--- config.mk ---
export PLATFORM = sky130hd
export DESIGN_NAME = pexp_ctrl
export DESIGN_NICKNAME = d
export VERILOG_FILES = /design/src/rtl/pexp_pkg.sv /design/src/rtl/pexp_bus_cond.sv /design/src/rtl/pexp_port_regs.sv /design/src/rtl/pexp_ctrl.sv
export SDC_FILE = /design/constraint.sdc
export NUM_CORES = 1
export LEC_CHECK = 0
export CORE_MARGIN = 10
export CORE_UTILIZATION = 35
export CTS_CLUSTER_DIAMETER = 100
export DETAILED_ROUTE_END_ITERATION = 8
export PLACE_DENSITY = 0.6
export SETUP_SLACK_MARGIN = 0.4
export SLEW_MARGIN = 5
export SYNTH_ARGS = -nofsm -noshare
export SYNTH_HDL_FRONTEND = slang
export SYNTH_SLANG_ARGS = --single-unit
--- constraint.sdc ---
create_clock -name clk -period 1.9 [get_ports clk]
set_clock_uncertainty 0.15 [all_clocks]
set_input_delay 0.475 -clock clk [delete_from_list [all_inputs] [get_ports clk]]
set_output_delay 0.475 -clock clk [all_outputs]
set_load 0.005 [all_outputs]
--- src/rtl/pexp_pkg.sv ---
package pexp_pkg;
  localparam int BYTE_W = 8;

  typedef enum logic [2:0] {
    ST_IDLE,
    ST_ADDR,
    ST_ACK_A,
    ST_WR,
    ST_ACK_W,
    ST_RD,
    ST_MACK
  } bus_st_t;
endpackage

--- src/rtl/pexp_bus_cond.sv ---
module pexp_bus_cond (
  input  logic clk,
  input  logic rst_n,
  input  logic scl_i,
  input  logic sda_i,
  output logic scl_rise,
  output logic scl_fall,
  output logic start_c,
  output logic stop_c
);
  logic scl_p, sda_p;

  always_ff @(posedge clk or negedge rst_n) begin
    if (!rst_n) begin
      scl_p <= 1'b1;
      sda_p <= 1'b1;
    end else begin
      scl_p <= scl_i;
      sda_p <= sda_i;
    end
  end

  // SCL edges between two consecutive samples
  assign scl_rise = scl_i & ~scl_p;
  assign scl_fall = ~scl_i & scl_p;
  // SDA moving while SCL holds high
  assign start_c  = scl_i & scl_p & sda_p & ~sda_i;
  assign stop_c   = scl_i & scl_p & ~sda_p & sda_i;
endmodule

--- src/rtl/pexp_port_regs.sv ---
module pexp_port_regs #(
  parameter int          NPORT       = 8,
  parameter logic [7:0]  RESET_PORTS = 8'hFF
) (
  input  logic             clk,
  input  logic             rst_n,
  input  logic             wr_en,
  input  logic [NPORT-1:0] wr_data,
  input  logic             cap_en,
  input  logic [NPORT-1:0] pin_lvl,
  input  logic [NPORT-1:0] chg_flags,
  output logic [NPORT-1:0] port_out,
  output logic [NPORT-1:0] snap,
  output logic [NPORT-1:0] flag_cap
);
  for (genvar g = 0; g < NPORT; g++) begin : g_bit
    always_ff @(posedge clk or negedge rst_n) begin
      if (!rst_n) begin
        port_out[g] <= RESET_PORTS[g];
        snap[g]     <= 1'b0;
        flag_cap[g] <= 1'b0;
      end else begin
        if (wr_en)
          port_out[g] <= wr_data[g];
        if (cap_en) begin
          snap[g]     <= pin_lvl[g];
          flag_cap[g] <= chg_flags[g];
        end
      end
    end
  end
endmodule

--- src/rtl/pexp_ctrl.sv ---
module pexp_ctrl #(
  parameter int         NPORT       = pexp_pkg::BYTE_W,
  parameter int         SEL_W       = 4,
  parameter int         HI_W        = 3,
  parameter logic [2:0] ADDR_HI     = 3'b110,
  parameter logic [7:0] RESET_PORTS = 8'hFF
) (
  input  logic             clk,
  input  logic             rst_n,
  input  logic             abort_n,
  input  logic             scl_i,
  input  logic             sda_i,
  output logic             sda_oe,
  input  logic [SEL_W-1:0] addr_sel,
  input  logic [NPORT-1:0] pin_lvl,
  input  logic [NPORT-1:0] chg_flags,
  output logic [NPORT-1:0] port_out,
  output logic             sample_stb,
  output logic             clear_stb
);
  import pexp_pkg::*;

  localparam int ADDR_W = HI_W + SEL_W;
  localparam int CNT_W  = $clog2(NPORT + 1);
  localparam logic [CNT_W-1:0] LAST_RX = CNT_W'(NPORT);
  localparam logic [CNT_W-1:0] LAST_TX = CNT_W'(NPORT - 1);

  logic scl_rise, scl_fall, start_c, stop_c;
  bus_st_t st;
  logic [CNT_W-1:0] cnt;
  logic [NPORT-1:0] shreg, txsh, snap, flag_cap, next_tx;
  logic rw, nxt_port, m_ack, stb_q;
  logic [ADDR_W-1:0] my_addr;
  logic bus_ok, cap_now, wr_en;

  pexp_bus_cond u_cond (
    .clk(clk), .rst_n(rst_n), .scl_i(scl_i), .sda_i(sda_i),
    .scl_rise(scl_rise), .scl_fall(scl_fall),
    .start_c(start_c), .stop_c(stop_c)
  );

  assign my_addr = {ADDR_HI[HI_W-1:0], addr_sel};
  assign bus_ok  = abort_n & ~start_c & ~stop_c;

  // snapshot point: address ACK, or master ACK ahead of a port byte
  assign cap_now = bus_ok & scl_rise &
                   ((st == ST_ACK_A) | ((st == ST_MACK) & ~sda_i & nxt_port));
  assign wr_en   = bus_ok & scl_fall & (st == ST_WR) & (cnt == LAST_RX);
  assign next_tx = nxt_port ? snap : flag_cap;

  pexp_port_regs #(.NPORT(NPORT), .RESET_PORTS(RESET_PORTS)) u_regs (
    .clk(clk), .rst_n(rst_n),
    .wr_en(wr_en), .wr_data(shreg),
    .cap_en(cap_now), .pin_lvl(pin_lvl), .chg_flags(chg_flags),
    .port_out(port_out), .snap(snap), .flag_cap(flag_cap)
  );

  always_ff @(posedge clk or negedge rst_n) begin
    if (!rst_n) begin
      st       <= ST_IDLE;
      cnt      <= '0;
      shreg    <= '0;
      txsh     <= '0;
      rw       <= 1'b0;
      nxt_port <= 1'b0;
      m_ack    <= 1'b0;
      sda_oe   <= 1'b0;
      stb_q    <= 1'b0;
    end else begin
      stb_q <= cap_now;
      if (!abort_n) begin
        st     <= ST_IDLE;
        sda_oe <= 1'b0;
      end else if (start_c) begin
        st     <= ST_ADDR;
        cnt    <= '0;
        sda_oe <= 1'b0;
      end else if (stop_c) begin
        st     <= ST_IDLE;
        sda_oe <= 1'b0;
      end else begin
        unique case (st)
          ST_ADDR: begin
            if (scl_rise) begin
              shreg <= {shreg[NPORT-2:0], sda_i};
              cnt   <= cnt + 1'b1;
            end else if (scl_fall && cnt == LAST_RX) begin
              if (shreg[NPORT-1:1] == my_addr) begin
                st     <= ST_ACK_A;
                sda_oe <= 1'b1;
                rw     <= shreg[0];
              end else begin
                st <= ST_IDLE;
              end
            end
          end
          ST_ACK_A: begin
            if (scl_fall) begin
              cnt <= '0;
              if (rw) begin
                st       <= ST_RD;
                txsh     <= snap;
                sda_oe   <= ~snap[NPORT-1];
                nxt_port <= 1'b0;
              end else begin
                st     <= ST_WR;
                sda_oe <= 1'b0;
              end
            end
          end
          ST_WR: begin
            if (scl_rise) begin
              shreg <= {shreg[NPORT-2:0], sda_i};
              cnt   <= cnt + 1'b1;
            end else if (scl_fall && cnt == LAST_RX) begin
              st     <= ST_ACK_W;
              sda_oe <= 1'b1;
            end
          end
          ST_ACK_W: begin
            if (scl_fall) begin
              st     <= ST_WR;
              cnt    <= '0;
              sda_oe <= 1'b0;
            end
          end
          ST_RD: begin
            if (scl_fall) begin
              if (cnt == LAST_TX) begin
                st     <= ST_MACK;
                sda_oe <= 1'b0;
              end else begin
                txsh   <= {txsh[NPORT-2:0], 1'b0};
                sda_oe <= ~txsh[NPORT-2];
                cnt    <= cnt + 1'b1;
              end
            end
          end
          ST_MACK: begin
            if (scl_rise) begin
              m_ack <= ~sda_i;
            end else if (scl_fall) begin
              if (m_ack) begin
                st       <= ST_RD;
                cnt      <= '0;
                txsh     <= next_tx;
                sda_oe   <= ~next_tx[NPORT-1];
                nxt_port <= ~nxt_port;
              end else begin
                st <= ST_IDLE;
              end
            end
          end
          default: st <= ST_IDLE;
        endcase
      end
    end
  end

  assign sample_stb = stb_q;
  assign clear_stb  = stb_q;
endmodule

==> results of run 1 <==
==> area by class of cell <==
type / instances / area (um2)
clock inverters: 3 / 26.3
clock buffers: 5 / 68.8
inverters: 7 / 26.3
multi-input cells: 174 / 1810
repair buffers: 116 / 1140
flip-flops and latches: 53 / 1340
well taps: 102 / 128
fillers: 604 / 3180
==> layer usage <==
layer / up-vias / GRT usage, %
li1: 1118 / -
met1: 1209 / 17.2
met2: 34 / 22.9
met3: 9 / 2.48
met4: 0 / 3.90
met5: - / 0
==> logic make-up after synthesis <==
group | share of synthesized area, %
AOI/OAI and AO/OA | 16.6
and+or+nand+nor | 13.0
DFF | 48.0
xor gates and xnor gates | 1.84
buffers and inverters | 3.64
adders and majority gates | 0.898
muxes | 15.9
==> registers in the layout, summed over array words and instances, names as in the netlist <==
register,flops
nxt_port,1
cnt,4
clear_stb,1
u_regs.flag_cap,8
rw,1
st,3
u_regs.snap,8
shreg,8
u_cond.scl_p,1
txsh,7
m_ack,1
u_cond.sda_p,1
sda_oe,1
u_regs.port_out,8
==> what timing repair did <==
action                                  4_1_cts  5_1_grt
pin swaps                                    28       26
setup buffers                                18        7
gates cloned                                  4        0
endpoints found under the hold margin        14        0
endpoints found under the setup margin       62       60
gates resized for setup                     130       46
hold buffers                                  1        0
==> critical path: stages, from the launching register on <==
cell and delay (ns):
dfstp_2 0.58, buf_12 0.11, nand2b_4 0.07, nor2_4 0.09
or4b_4 0.48, buf_12 0.17, mux2_4 0.29
==> power breakdown <==
part	switching, mW	leakage [nW]	internal [mW]
logic	0.133	1.24	0.185
registers	0.0331	0.666	1.16
clock network	0.422	0.0423	0.269
total	0.588	1.95	1.62
==> placed cells by master (no fill, tap or decap), types with 3 or more instances in the layout <==
master	synthesis	final
clkdlybuf4s50_1	0	16
nand2_1	15	11
a22oi_1	6	5
buf_12	0	6
inv_2	0	3
nand2b_4	1	4
dfrtp_1	43	41
a22o_1	9	9
buf_2	6	4
xnor2_2	1	4
nor2_4	1	11
mux2_4	8	35
dfstp_2	10	10
a21oi_1	14	4
o211ai_1	3	3
a21oi_2	1	10
buf_6	2	29
nor2_1	18	7
nand2_2	0	3
nand3_1	6	4
dlygate4sd2_1	0	5
inv_1	7	4
clkbuf_8	0	5
o21ai_2	0	4
buf_4	2	50
o21ai_0	9	6
==> worst paths after layout <==
check	to	slack [ns]	cells past startpoint
setup / recovery	u_regs.port_out[7]	-0.10	6
hold / removal	u_cond.scl_p	0.14	1
setup reg to reg	u_regs.port_out[7]	-0.10	6
hold reg to reg	u_regs.flag_cap[7]	0.38	1
max in group asynchronous	u_regs.port_out[3]	0.76	3
min in group asynchronous	u_regs.snap[6]	0.53	3
==> synthesized netlist by cell type (all sizes together) (2+ instances only) <==
library cell	number
dfstp	10
nor3b	3
o2bb2ai	2
a32o	3
nand2b	6
o221ai	2
nor3	4
o31ai	2
and3	2
a22oi	6
a21oi	15
o21ai	12
clkbuf	2
nand4b	2
mux2i	2
nor2b	2
mux2	35
ha	2
nand3b	2
nor2	20
dfrtp	43
o211ai	3
nand3	6
buf	10
a22o	9
inv	7
xnor2	4
nand2	15
==> key figures, run 1 <==
Outcome
  – Status: complete, but fails checks
  – Failing checks: setup timing

Finish
  – Share of layout cells above drive strength 1: approximately three fifths
  – Non-Filler Instances: 460
  – Ant diodes: 0
  – Final core utilization: 58.8%
  – Nets@finish: between 300 and 400
  – Design area: approximately 4500 um2
  – Area growth from synthesis to final layout: 63.1%

Clock network
  – Clk slew on worst S/H paths: around 0.11 ns
  – # H-tree levels: 2
  – Clock buffers created by TritonCTS: 5
  – Worst skew pair latency: 0.31 ns
  – Root Buffer: clkbuf_8
  – Clk sinks: 53
  – CTS tree: done
  – Clock Tree Buf Depth: 2

Floorplan
  – # IOs: 36
  – Die width: between 100 and 150 um
  – Die Height: 109 um
  – Starting Density: a little over a third
  – Core footprint: roughly 7700 um2
  – # rows: 32
  – Die area: approximately 12000 um2

Job
  – Number of max-cap violations: 0

Drt
  – Routed WL per cell: 17.2 um
  – Max Used Layer: met4
  – Final wirelength: 7.91 mm
  – Met2 routed WL: just over 4 mm
  – Avg Vias per Cell: just over 5
  – Final ANT Viol Nets: 0
  – Drt first-iter violations: approximately 120
  – # DRC: 0
  – Wl on met1: 3.47 mm
  – Met3 wire length: 246 um
  – Via count: roughly 2400
  – Total iterations of the first detailed-routing run: 4

Yosys
  – Avg Cell Area, Syn: approximately 11 um2
  – Syn nets: between 200 and 300
  – Synth top area share: 38.6%
  – Library cells used by synthesis: 55
  – Register bit count reported by yosys: between 50 and 60
  – Synth area leaders: dfrtp_1 39%, dfstp_2 9.4%, mux2_2 7.3%
  – Mapped Cells: approximately 250
  – Number of warnings issued by yosys: 0
  – Asr flop ratio synth: 100%
  – Post-synth EDFFs: 0
  – Most used DFF post-synth: dfrtp_1
  – Cell Area, Synth: 2790 um2
  – Largest area contributor in the synthesized netlist: dfrtp_1
  – Register area share after synthesis: about half

Power
  – Pwr/cell area: just under 500 nW/um2
  – Final Power: 2.21 mW
  – VDD IR max: 285 uV
  – Static Leak: approximately 1.9 nW

Worst setup path
  – Worst Path Arrival: roughly 2.1 ns
  – Setup crit start: u_cond.scl_p
  – Nature of the critical path endpoint: flip-flop
  – Crit start category: flip-flop
  – Critical path required time: ~2.0 ns
  – Critical-path maximum fanout: 8
  – Setup CP Type: flip-flop to flip-flop
  – Worst R2R Start: u_cond.scl_p

Timing
  – Tcrit/Tclk final: 105%
  – Fin. Hold Viols: 0
  – Slew at the pin with the worst max-slew slack: between 0.4 and 0.5 ns
  – Fin. max-slew vios: 0
  – Final WS setup: -0.102 ns
  – Hold Slack: about 0.14 ns
  – RSZ-0062 raised after global routing: true
  – Max-slew headroom: 68.7%
  – Fmax: 500 MHz
  – Setup TNS: -0.967 ns
  – Shortest period the worst path allows: about 2 ns
  – # setup viols final: 16

Global route
  – Total Routing Usage GR: between 10% and 20%
  – Number of global-route vias before repair: around 2600
  – Largest net degree at the start of global routing: 54
  – Initial antenna violation count: 0
  – Grt total ovfl: 0
  – First-pass GRT wire length: 13.1 mm

Place
  – DPL Wire Length: slightly below 5 mm
  – GPL Wtd Cong: 0.848
  – Pre-CTS WS: -0.553 ns
  – Placed inst area: about 3700 um2
  – Number of port buffers: 35
  – Cells after DPL: ~420

Hold path
  – HP Start: scl_i
  – Worst Hold Class: primary input to flip-flop
Note: power is estimated with default switching activity, not from simulation.
==> inputs of run 2 (changes only) <==
REMOVE_ABC_BUFFERS = 1   (was not set)
==> key figures, run 2 (synthesis results as in run 1) <==
Clock network
  – # H-tree levels: 2 (unchanged)
  – Worst skew pair latency: 0.31 ns (about the same)
  – CTS tree: done
  – Clock Tree Buf Depth: 2 (unchanged)
  – Root Buffer: clkbuf_8
  – Clk slew on worst S/H paths: 0.09 ns (-0.02 ns)
  – Clk sinks: 53 (unchanged)
  – Clock buffers created by TritonCTS: 5 (unchanged)

Finish
  – Most frequent cells in the layout: 49 x buf_4, 43 x dfrtp_1, 34 x mux2_4
  – Final core utilization: 55.7% (-3.1 points)
  – FF+latch area: 1340 um2 (-0.19%)
  – Design area: 4310 um2 (-5.3%)
  – # fillers: 651 (+7.8%)
  – Nets@finish: 378 (-1.6%)
  – Multi-input gate area: 1690 um2 (-6.8%)
  – Area growth from synthesis to final layout: 54.5%
  – Share of layout cells above drive strength 1: 53.1% (-6.9 points)
  – Ant diodes: 0 (unchanged)
  – Most common cell after layout, fill and taps aside: buf_4

Global route
  – Initial antenna violation count: 0 (unchanged)
  – Total Routing Usage GR: 12.1% (-1.4 points)
  – Grt total ovfl: 0 (unchanged)
  – First-pass GRT wire length: 11.8 mm (-9.8%)
  – Number of global-route vias before repair: 2424 (-6.2%)
  – Largest net degree at the start of global routing: 54 (unchanged)

Worst setup path
  – Worst reg2reg endpoint: u_regs.port_out[6]
  – Cells along the critical path: inv_1 > ha_2 > nand3b_4 > nor2_4 > or4b_1 > buf_6 > mux2_4
  – Critical path required time: 1.99 ns (about the same)
  – Critical-path maximum fanout: 8 (unchanged)
  – Crit-path leading delay family: simple AND/OR/NAND/NOR gates
  – Setup crit start: cnt[0]
  – R2R setup slack: -0.09 ns (about the same)
  – Crit start category: flip-flop
  – Slowest stage delay, CP: 0.46 ns (-0.12 ns)
  – Reg2Reg Depth: 7 (+1)
  – Worst R2R Start: cnt[0]
  – Stages on worst setup path: 7 (+1)
  – Nature of the critical path endpoint: flip-flop
  – CP bufs+invs: 2 (unchanged)
  – Worst Path Arrival: 2.08 ns (about the same)
  – Setup CP Type: flip-flop to flip-flop
  – CP max stage cell: or4b_1
  – Critical Path End: u_regs.port_out[6]

Floorplan
  – Die Height: 109 um (unchanged)
  – # IOs: 36 (unchanged)
  – Core footprint: 7730 um2 (unchanged)
  – Die width: 109 um (unchanged)
  – Starting Density: 36.1% (unchanged)
  – Die area: 11900 um2 (unchanged)
  – # rows: 32 (unchanged)

Timing
  – Max-slew headroom: 67.2% (-1.5 points)
  – Fin. max-slew vios: 0 (unchanged)
  – Fin. Hold Viols: 0 (unchanged)
  – Slew at the pin with the worst max-slew slack: 0.491 ns (+0.0223 ns)
  – # setup viols final: 15 (-1)
  – Fmax: 502 MHz (+0.40%)
  – RSZ-0062 raised after global routing: true
  – Final WS setup: -0.0939 ns (+0.00796 ns)
  – Tcrit/Tclk final: 105% (-0.42 points)
  – Shortest period the worst path allows: 1.99 ns (-0.00796 ns)

Power
  – Switching share of power: 25.1% (-1.6 points)
  – Internal power: 1.63 mW (+0.90%)
  – Logic pwr share: 13.6% (-0.8 points)
  – VDD IR max: 345 uV (+21%)
  – Pwr/cell area: 506 nW/um2 (+4.3%)
  – Static Leak: 1.87 nW (-4.1%)
  – Net load switching power: 546 uW (-7.2%)
  – Sequential share of power: 54.8% (+0.6 points)
  – Part of the power in the clock network: 31.6% (+0.3 points)

Drt
  – Avg Vias per Cell: 5.18 (+0.59%)
  – Final wirelength: 7.57 mm (-4.4%)
  – Via count: 2353 (-0.72%)
  – # DRC: 0 (unchanged)
  – Drt first-iter violations: 97 (-16%)
  – Final ANT Viol Nets: 0 (unchanged)
  – Routed WL per cell: 16.7 um (-3.1%)
  – Total iterations of the first detailed-routing run: 4 (unchanged)

Hold path
  – Worst Hold Class: flip-flop to flip-flop

Place
  – Number of port buffers: 35 (unchanged)
  – DPL Wire Length: 4.74 mm (-3.6%)
  – Placed inst area: 3540 um2 (-4.8%)
  – GPL Wtd Cong: 0.892 (+5.2%)

Job
  – Number of max-cap violations: 0 (unchanged)

Outcome
  – Failing checks: setup timing
  – Status: complete, but fails checks
[run 2: cell types whose count changed in the layout (fill, tap and decap cells not counted), sizes merged]
cell           before  now
buf                92   85
clkbuf              6    7
clkdlybuf4s15       1    0
clkinv              0    2
clkinvlp            2    0
dlygate4sd2         5    7
inv                 8    7
[run 2: through the flow]
step	hold slack, ns	TNS, ns	setup slack, ns	power, mW	std cells
2_1_floorplan	0.0294	-3.63	-0.285	1.30	234
3_3_place_gp	0.328	-24.18	-0.546	1.43	414
3_5_place_dp	0.326	-24.78	-0.582	1.44	414
4_1_cts	0.374	-1.07	-0.0887	2.15	439
5_1_grt	0.399	-2.58	-0.158	2.27	454
6_report	0.376	-0.904	-0.0939	2.18	454
[run 2: power by group through the flow]
stage	registers [mW]	clock network, mW	logic [mW]
3_5_place_dp	1.21	0	0.227
4_1_cts	1.19	0.704	0.259
5_1_grt	1.20	0.748	0.322
2_1_floorplan	1.21	0	0.0886
3_3_place_gp	1.21	0	0.224
6_report	1.19	0.688	0.297
[run 2: worst reg2reg max path: stages (launching register included)]
cell,delay (ns)
dfrtp_1,0.40
inv_1,0.06
ha_2,0.18
nand3b_4,0.10
nor2_4,0.11
or4b_1,0.46
buf_6,0.17
mux2_4,0.30
[run 2: worst min-delay path by stage]
stage | from | end | depth (start not counted)
after floorplan | rst_n | clear_stb | 0
after global placement | u_regs.snap[6] | u_regs.snap[6] | 1
after detailed placement | u_regs.flag_cap[6] | u_regs.flag_cap[6] | 1
after CTS | u_regs.flag_cap[6] | u_regs.flag_cap[6] | 1
after global routing | u_regs.flag_cap[2] | u_regs.flag_cap[2] | 1
final | u_regs.flag_cap[0] | u_regs.flag_cap[0] | 1
[run 2: cell type report]
type	count	area share, %
clock inverter	2	0.320
inverter	7	0.610
timing repair buffer	110	23.8
sequential	53	31.1
multi-input combinational	174	39.3
tap	102	2.96
clock buffer	6	1.92
[run 2: repair_timing]
action | in CTS | in global routing
cloned | 2 | 1
setup buffers | 14 | 14
resized for setup | 114 | 47
endpoints found under the hold margin | 5 | 0
pin swaps | 29 | 23
hold buffers | 1 | 0
setup endpoints to repair | 62 | 60
[run 2: routing by layer]
layer  vias up  GRT usage [%]  share of wire, %
met1      1195           16.4                47
met4         0           4.18               1.7
li1       1105              -                 -
met5         -              0                 0
met3        12           2.60               3.6
met2        41           18.6                47
==> inputs of run 3 (changes only) <==
RECOVER_POWER = 100   (was not set)
==> key figures, run 3 (synthesis results as in run 1) <==
Finish
  – Most frequent cells in the layout: 50 x buf_4, 43 x dfrtp_1, 34 x mux2_4
  – Most common cell after layout, fill and taps aside: buf_4
  – Final core utilization: 55.0% (-0.68 points)
  – Nets@finish: 378 (unchanged)
  – # fillers: 655 (+0.61%)
  – Area growth from synthesis to final layout: 52.6%
  – Share of layout cells above drive strength 1: 50.3% (-2.8 points)
  – Design area: 4250 um2 (-1.2%)
  – Non-Filler Instances: 454 (unchanged)
  – Ant diodes: 0 (unchanged)

Place
  – Cells after DPL: 414 (unchanged)
  – Pre-CTS WS: -0.582 ns (unchanged)
  – Placed inst area: 3540 um2 (unchanged)
  – Number of port buffers: 35 (unchanged)
  – GPL Wtd Cong: 0.892 (unchanged)
  – DPL Wire Length: 4.74 mm (unchanged)

Worst setup path
  – Crit-path leading delay family: simple AND/OR/NAND/NOR gates
  – Worst Path Arrival: 2.08 ns (about the same)
  – Critical-path maximum fanout: 8 (unchanged)
  – CP bufs+invs: 2 (unchanged)
  – Cells along the critical path: inv_1 > ha_2 > nand3b_4 > nor2_4 > or4b_1 > buf_6 > mux2_4
  – Nature of the critical path endpoint: flip-flop
  – CP max stage cell: or4b_1
  – Slowest stage delay, CP: 0.46 ns (about the same)
  – Crit start category: flip-flop
  – Critical path required time: 1.99 ns (about the same)
  – Setup CP Type: flip-flop to flip-flop

Global route
  – Number of global-route vias before repair: 2424 (unchanged)
  – Largest net degree at the start of global routing: 54 (unchanged)
  – Total Routing Usage GR: 12.1% (unchanged)
  – Initial antenna violation count: 0 (unchanged)
  – Grt total ovfl: 0 (unchanged)
  – First-pass GRT wire length: 11.8 mm (unchanged)

Timing
  – Slew at the pin with the worst max-slew slack: 0.729 ns (+0.237 ns)
  – Tcrit/Tclk final: 105% (about the same)
  – Fin. Hold Viols: 0 (unchanged)
  – # setup viols final: 35 (+20)
  – Fin. max-slew vios: 0 (unchanged)
  – Final WS setup: -0.0920 ns (+0.00196 ns)
  – Max-slew headroom: 51.4% (-16 points)
  – Setup TNS: -1.90 ns (-0.999 ns)
  – Hold Slack: 0.376 ns (-0.000169 ns)
  – Shortest period the worst path allows: 1.99 ns (-0.00196 ns)
  – RSZ-0062 raised after global routing: true
  – Fmax: 502 MHz (about the same)

Floorplan
  – # IOs: 36 (unchanged)
  – Die area: 11900 um2 (unchanged)
  – # rows: 32 (unchanged)
  – Die width: 109 um (unchanged)
  – Die Height: 109 um (unchanged)
  – Core footprint: 7730 um2 (unchanged)
  – Starting Density: 36.1% (unchanged)

Drt
  – Final wirelength: 7.57 mm (about the same)
  – # DRC: 0 (unchanged)
  – Total iterations of the first detailed-routing run: 4 (unchanged)
  – Drt first-iter violations: 86 (-11%)
  – Final ANT Viol Nets: 0 (unchanged)
  – Via count: 2345 (-0.34%)
  – Avg Vias per Cell: 5.17 (-0.34%)
  – Routed WL per cell: 16.7 um (about the same)

Clock network
  – Clock Tree Buf Depth: 2 (unchanged)
  – Worst skew pair latency: 0.31 ns (about the same)
  – Root Buffer: clkbuf_8
  – Clk slew on worst S/H paths: 0.09 ns (about the same)
  – # H-tree levels: 2 (unchanged)
  – Clk sinks: 53 (unchanged)
  – CTS tree: done
  – Clock buffers created by TritonCTS: 5 (unchanged)

Power
  – Final Power: 2.17 mW (-0.43%)
  – Pwr/cell area: 510 nW/um2 (+0.80%)
  – Static Leak: 1.84 nW (-1.4%)
  – VDD IR max: 343 uV (-0.51%)

Outcome
  – Failing checks: setup timing
  – Status: complete, but fails checks

Hold path
  – Worst Hold Class: flip-flop to flip-flop

Job
  – Number of max-cap violations: 0 (unchanged)
[run 3: metal layers]
| layer | part of all wire (%) | global-route usage [%] |
|---|---|---|
| met5 | 0 | 0 |
| met4 | 1.3 | 4.18 |
| met3 | 3.7 | 2.60 |
| met2 | 48 | 18.6 |
| met1 | 47 | 16.4 |
[run 3: path summary, 6_finish.rpt]
kind,from,endpoint,slack [ns],depth (start not counted)
max,cnt[0],u_regs.port_out[6],-0.09,7
min,u_regs.flag_cap[0],u_regs.flag_cap[0],0.38,1
max reg2reg,cnt[0],u_regs.port_out[6],-0.09,7
min reg2reg,u_regs.flag_cap[0],u_regs.flag_cap[0],0.38,1
max in group asynchronous,rst_n,shreg[7],0.40,3
min in group asynchronous,rst_n,u_regs.snap[3],0.70,3
[run 3: power by group]
| group | total [mW] | switching, mW | internal, mW |
|---|---|---|---|
| Combinational | 0.290 | 0.123 | 0.167 |
| Clock | 0.686 | 0.390 | 0.297 |
| Sequential | 1.19 | 0.0305 | 1.16 |
| Total | 2.17 | 0.543 | 1.63 |
[run 3: area by class of cell]
type / instances / area (um2) / share of cell area [%]
Multi-Input combinational cell: 174 / 1670 / 39.2
Sequential cell: 53 / 1340 / 31.5
Timing Repair Buffer: 110 / 995 / 23.4
Tap cell: 102 / 128 / 3.00
Clock buffer: 6 / 82.6 / 1.94
Inverter: 7 / 26.3 / 0.618
Clock inverter: 2 / 13.8 / 0.324
[run 3: repair_timing]
item,4_1_cts,5_1_grt
gates resized for setup,114,47
endpoints found under the setup margin,62,60
setup buffers,14,14
hold endpoints to repair,5,0
gates cloned,2,1
pin swaps,29,23
hold buffers,1,0
